==> src/rtl/pmdiv_pkg.sv <==
// Package: shared types and constants for the programmable divider.
// Assumes: nothing beyond the IEEE 1800-2017 language.
package pmdiv_pkg;

    // Build variant selecting how the terminal state drives the reload
    typedef enum logic {
        DIV_DIRECT  = 1'b0,   // reload from zero decode, modulus N+1
        DIV_SWALLOW = 1'b1    // reload from early-decode flop, modulus N
    } div_mode_e;

    // Smallest modulus the swallowing variant can produce
    localparam int unsigned SWALLOW_FLOOR = 2;

endpackage

==> src/rtl/pmdiv_reload.sv <==
// Module: computes the value the counter loads on a reload edge.
// The direct variant passes the program value through unchanged. The
// swallowing variant raises values below its floor up to the floor.
// Assumes: W is large enough to hold SWALLOW_FLOOR.
module pmdiv_reload
    import pmdiv_pkg::*;
#(
    parameter int unsigned W    = 4,
    parameter div_mode_e   MODE = DIV_DIRECT
) (
    input  logic [W-1:0] prog_i,
    output logic [W-1:0] ld_val_o
);

    localparam logic [W-1:0] FLOOR = W'(SWALLOW_FLOOR);

    generate
        if (MODE == DIV_SWALLOW) begin : g_clamp
            // Clamp so the early decode always has a state to look at
            always_comb ld_val_o = (prog_i < FLOOR) ? FLOOR : prog_i;
        end else begin : g_pass
            // Direct variant accepts the full range
            always_comb ld_val_o = prog_i;
        end
    endgenerate

endmodule

==> src/rtl/pmdiv_counter.sv <==
// Module: loadable down-counter. It loads ld_val_i when load_i is high and
// otherwise decrements by one.
// Assumes: the caller asserts load_i before the count could wrap below zero.
module pmdiv_counter #(
    parameter int unsigned     W       = 4,
    parameter logic [W-1:0]    RST_VAL = '0
) (
    input  logic         clk,
    input  logic         rst_n,
    input  logic         load_i,
    input  logic [W-1:0] ld_val_i,
    output logic [W-1:0] cnt_o
);

    // Count register: reset, reload or step down
    always_ff @(posedge clk) begin
        if (!rst_n)
            cnt_o <= RST_VAL;
        else if (load_i)
            cnt_o <= ld_val_i;
        else
            cnt_o <= cnt_o - W'(1);
    end

endmodule

==> src/rtl/pmdiv_top.sv <==
// Module: programmable modulus frequency divider.
// The terminal-state signal is both the output pulse and the counter's load
// command. The MODE parameter picks between the direct zero decode and an
// early decode registered in one flop (the swallowing variant).
// Assumes: prog_i is synchronous to clk. Reset is synchronous, active low.
module pmdiv_top
    import pmdiv_pkg::*;
#(
    parameter int unsigned W    = 4,
    parameter div_mode_e   MODE = DIV_DIRECT
) (
    input  logic         clk,
    input  logic         rst_n,
    input  logic [W-1:0] prog_i,
    output logic         pulse_o
);

    // Reset count puts the block in its terminal state, so the first
    // cycle after reset pulses and loads the program value
    localparam logic [W-1:0] RST_CNT = (MODE == DIV_SWALLOW) ? W'(1) : '0;
    localparam logic [W-1:0] PRE_TC  = W'(SWALLOW_FLOOR);

    logic [W-1:0] ld_val;
    logic [W-1:0] cnt_q;
    logic         tc;

    pmdiv_reload #(.W(W), .MODE(MODE)) u_reload (
        .prog_i   (prog_i),
        .ld_val_o (ld_val)
    );

    pmdiv_counter #(.W(W), .RST_VAL(RST_CNT)) u_count (
        .clk      (clk),
        .rst_n    (rst_n),
        .load_i   (tc),
        .ld_val_i (ld_val),
        .cnt_o    (cnt_q)
    );

    generate
        if (MODE == DIV_SWALLOW) begin : g_swallow
            logic early_q;
            // Flag the last state one clock ahead so the load comes from a flop
            always_ff @(posedge clk) begin
                if (!rst_n)
                    early_q <= 1'b1;
                else
                    early_q <= (cnt_q == PRE_TC);
            end
            always_comb tc = early_q;
        end else begin : g_direct
            // Zero decode drives the reload directly
            always_comb tc = (cnt_q == '0);
        end
    endgenerate

    // Terminal state is the divided output
    always_comb pulse_o = tc;

endmodule

==> config.mk <==
export PLATFORM = sky130hd
export DESIGN_NAME = pmdiv_top
export DESIGN_NICKNAME = d
export VERILOG_FILES = /design/src/rtl/pmdiv_pkg.sv /design/src/rtl/pmdiv_reload.sv /design/src/rtl/pmdiv_counter.sv /design/src/rtl/pmdiv_top.sv
export SDC_FILE = /design/constraint.sdc
export NUM_CORES = 1
export LEC_CHECK = 0
export CORE_AREA = 2 2 39 41
export DETAILED_ROUTE_END_ITERATION = 8
export DIE_AREA = 0 0 41 43
export GPL_TIMING_DRIVEN = 0
export HOLD_SLACK_MARGIN = 0.06
export SYNTH_ARGS = -nofsm -noshare
export SYNTH_HDL_FRONTEND = slang
export SYNTH_SLANG_ARGS = --single-unit
==> constraint.sdc <==
create_clock -name clk -period 1.65 [get_ports clk]
set_input_delay 0.33 -clock clk [delete_from_list [all_inputs] [get_ports clk]]
set_output_delay 0.33 -clock clk [all_outputs]
set_load 0.01 [all_outputs]
Word-level counts from Yosys, hierarchy flattened --
Cells that the tools add are included.
Operators by class: add/subtract/negate cells 1, muxes and demuxes 1, reduce and logical (&&, ||, !) cells 1
Operator list (count):
- zero test 4 bit | 1
- two-way mux 4 bit | 1
- subtractor 4 x 1 -> 4 bit (second input constant) | 1
Storage, ports and cells: register bits 4, bits of input ports 6, output and inout bits 1

Longest topological paths before layout --
depth in word-level cells 2, gate-level depth with buffers 5, depth with buffers taken out 5

By module --
Synthesis repeated with hierarchy kept, for this count alone.
Unflattened totals: cell total of the unflattened synthesis 24, area total of the unflattened synthesis 232.7 um2
By module, submodules not included:
- pmdiv_counter | times used 1, cells each 19, area an instance 190.2 um2, sequential area each 80.1 um2
- pmdiv_reload | times used 1, cells each 4, area an instance 30.0 um2, sequential area each 0.0 um2
- pmdiv_top | times used 1, cells each 1, area an instance 12.5 um2, sequential area each 0.0 um2

Least setup slack after synthesis --
OpenSTA, ideal clock, no wires.
kind register -> output, start reg u_count.cnt_o[0], end out pulse_o, arrival 1053 ps, required time 1320 ps, path slack 267 ps, stages on the path, launching flop included 5, buffers on the path 0, path through dfxtp_1 inv_1 ha_1 or3b_4 inv_1
Between the ends: longest elaborated chain between the ends 1
RTL lines:
- start, declared | RTL line pmdiv_counter.sv:12 | output logic [W-1:0] cnt_o
- start signal, assigned | RTL line pmdiv_counter.sv:20 | cnt_o <= ld_val_i;
- start signal, assigned | RTL line pmdiv_counter.sv:22 | cnt_o <= cnt_o - W'(1);
- zero test 4 bit | RTL line pmdiv_top.sv:53 | always_comb tc = (cnt_q == '0);
- end, declared | RTL line pmdiv_top.sv:15 | output logic pulse_o
Every way passes these cells.

Worst setup path after layout --
Same ends and word-level chain as after synthesis.

==> metrics.md <==
| Metric | Value |
|---|---|
| Status | `completed` |
| Core ar. | `0.00138 mm2` |
| Hold WS | `496 ps` |
| Clock skew | `2.34 ps` |
| Unrepaired setup endpoints after global routing | `true` |
| Synth warn | `0` |
| WL/cell | `8.46 um` |
| Seq/Total Area, Yosys | `0.388` |
| Max_slew headroom | `0.821` |
| Die Span X | `41 um` |
| TNS Setup | `0 ps` |
| Initial Util | `0.149` |
| Grt total ovfl | `0` |
| Clock latency on the worst-skew pair | `230 ps` |
| Pre-CTS setup slack | `-309 ps` |
| Synth Instances | `23` |
| Inserted Diodes | `0` |
| Final Max Tran Viols | `0` |
| Regs by FF count | `u_count.cnt_o x4` |
| CTS Hold Bufs | `0` |
| Seq cells post-synth | `4` |
| Rows | `14` |
| Worst setup EP type | `output port` |
| Adder-cell share of the synthesized area | `0.0606` |
| Max frequency | `622 MHz` |
| DRT antenna net count | `0` |
| Via/cell ratio | `3.84` |
| Antenna violations before repair | `0` |
| CTS tree | `done` |
| Filler cell count | `153` |
| First-pass GRT wire length | `683 um` |
| DR DRC count | `0` |
| Share of cells above drive strength 1 | `0.382` |
| Clock Tree Root | `clkbuf_4` |
| P&R area growth vs syn | `64.8%` |
| Synth Area in Compound Gates | `0.236` |
| Mux share of post-synthesis cell area | `0.0485` |
| Cts bufs inserted | `3` |
| Most flops, register | `u_count.cnt_o` |
| CP max FO | `4` |
| I/O pin count | `7` |
| Startpoint Class | `flip-flop` |
| Die height | `43 um` |
| Hold WC Path Type | `flip-flop to flip-flop` |
| Final Setup Violations | `0` |
| Largest family of logic cells by synthesized area | `compound AO/OA/AOI/OAI gates` |
| Min Tclk post-route | `1610 ps` |
| WL final | `423 um` |
| Max-cap viol count | `0` |
| Final Util | `0.246` |
| Worst slew pin tran | `266 ps` |
| Die ar. | `0.00176 mm2` |
| Mapped Area | `206 um2` |
| Clk buf depth | `2` |
| Mean Syn Cell Area | `8.98 um2` |
| Pre-antenna DRT Iters | `1` |
| DR vias | `192` |
| Number of library cell types mapped by synthesis | `14` |
| Vias in the first global route | `180` |
| Pwr Density | `1860 mW/mm2` |
| CP Data Arrival Time | `1280 ps` |
| Final hold vios | `0` |
| I/O Buffers | `6` |
| CTS Sinks | `4` |
| Final GP Congestion | `0.694` |
| Largest net degree at the start of global routing | `5` |
| WS Path Type | `flip-flop to output port` |
| Final period util | `0.975` |
| Post-synthesis xor/xnor area fraction | `0` |
| Simple-gate share of the synthesized area | `0.176` |
| Maximum vdd drop | `627 uV` |
| Htree depth | `1` |
| Initial drt markers | `0` |
| Worst EP required | `1320 ps` |
| Final Worst Setup Slack | `41.7 ps` |
| Mapped Nets | `30` |
| Total power | `635 uW` |
| Final net count | `43` |
| Max reg flops | `4` |
| GR Util All Layers | `0.0603` |
| Worst-path clk slew | `40 ps` |
| Pleak | `0.000155 uW` |
-- where the power goes --
part           internal [uW]  leakage [uW]  switching, uW
clock network           81.2     0.0000138           37.0
registers                146     0.0000338           38.3
logic                    196      0.000107            136
total                    423      0.000155            211
-- cell type report --
cell class / instances / area (um2) / area share
tap: 16 / 20.0 / 0.0588
timing repair buffer: 8 / 76.3 / 0.224
inverter: 5 / 18.8 / 0.0551
sequential: 4 / 82.6 / 0.243
multi-input combinational: 14 / 120 / 0.353
clock buffer: 3 / 22.5 / 0.0662
-- repair_timing --
item | in CTS | in global routing
gates cloned | 0 | 0
endpoints found under the hold margin | 0 | 0
setup buffers | 2 | 0
gates resized for setup | 10 | 2
setup endpoints to repair | 1 | 1
pin swaps | 1 | 0
-- cell usage in the layout (no fill, tap or decap), drive strengths merged --
cell type      netlist  layout
o211ai               1       1
o21bai               1       1
buf                  0       3
or3b                 1       1
or2b                 1       1
nor2                 1       1
nand2                2       2
o41ai                1       1
inv                  5       5
o211a                2       2
dfxtp                4       4
and2                 1       1
mux2i                1       1
ha                   1       1
a21oi                1       1
clkdlybuf4s50        0       5
clkbuf               0       3
-- cells in the mapped netlist --
cell / number / area (um2)
and2_1: 1 / 6.26
o41ai_1: 1 / 8.76
or3b_4: 1 / 11.3
inv_1: 5 / 18.8
nand2_1: 2 / 7.51
or2b_1: 1 / 7.51
o21bai_1: 1 / 7.51
ha_1: 1 / 12.5
o211ai_1: 1 / 7.51
nor2_1: 1 / 3.75
a21oi_1: 1 / 5.00
o211a_1: 2 / 20.0
mux2i_1: 1 / 10.0
dfxtp_1: 4 / 80.1
-- worst paths after layout --
kind | startpoint | end | slack, ps | cells past startpoint
worst max register to register | u_count.cnt_o[0] | u_count.cnt_o[0] | 300 | 5
worst min-delay path | u_count.cnt_o[3] | u_count.cnt_o[3] | 500 | 2
worst max-delay path | u_count.cnt_o[0] | pulse_o | 40 | 5
worst min register to register | u_count.cnt_o[3] | u_count.cnt_o[3] | 500 | 2
-- logic make-up (layout without fill, tap and decap cells) --
logic type	after synthesis	count (layout)
DFF	4	4
adders and majority gates	1	1
AOI/OAI and AO/OA	6	6
and+or+nand+nor	6	6
muxes	1	1
buffers and inverters	5	16
-- per-stage QoR --
step / instance area, um2 / instances
after detailed placement: 287 / 45
final: 340 / 50
after global placement: 287 / 45
after floorplan: 206 / 23
after CTS: 334 / 50
after global routing: 340 / 50
-- metal layers --
metal	wire [um]	track usage
met5	0	0
met4	0	0.0200
met3	50	0.0471
met2	203	0.0875
met1	170	0.0645
-- worst max-delay path, cell delays in order (launching register included) --
cell and delay [ps]:
dfxtp_2 330, inv_2 60, ha_4 120, or3b_4 380, inv_2 60, buf_6 90
Power figures use the tool's default switching activity.
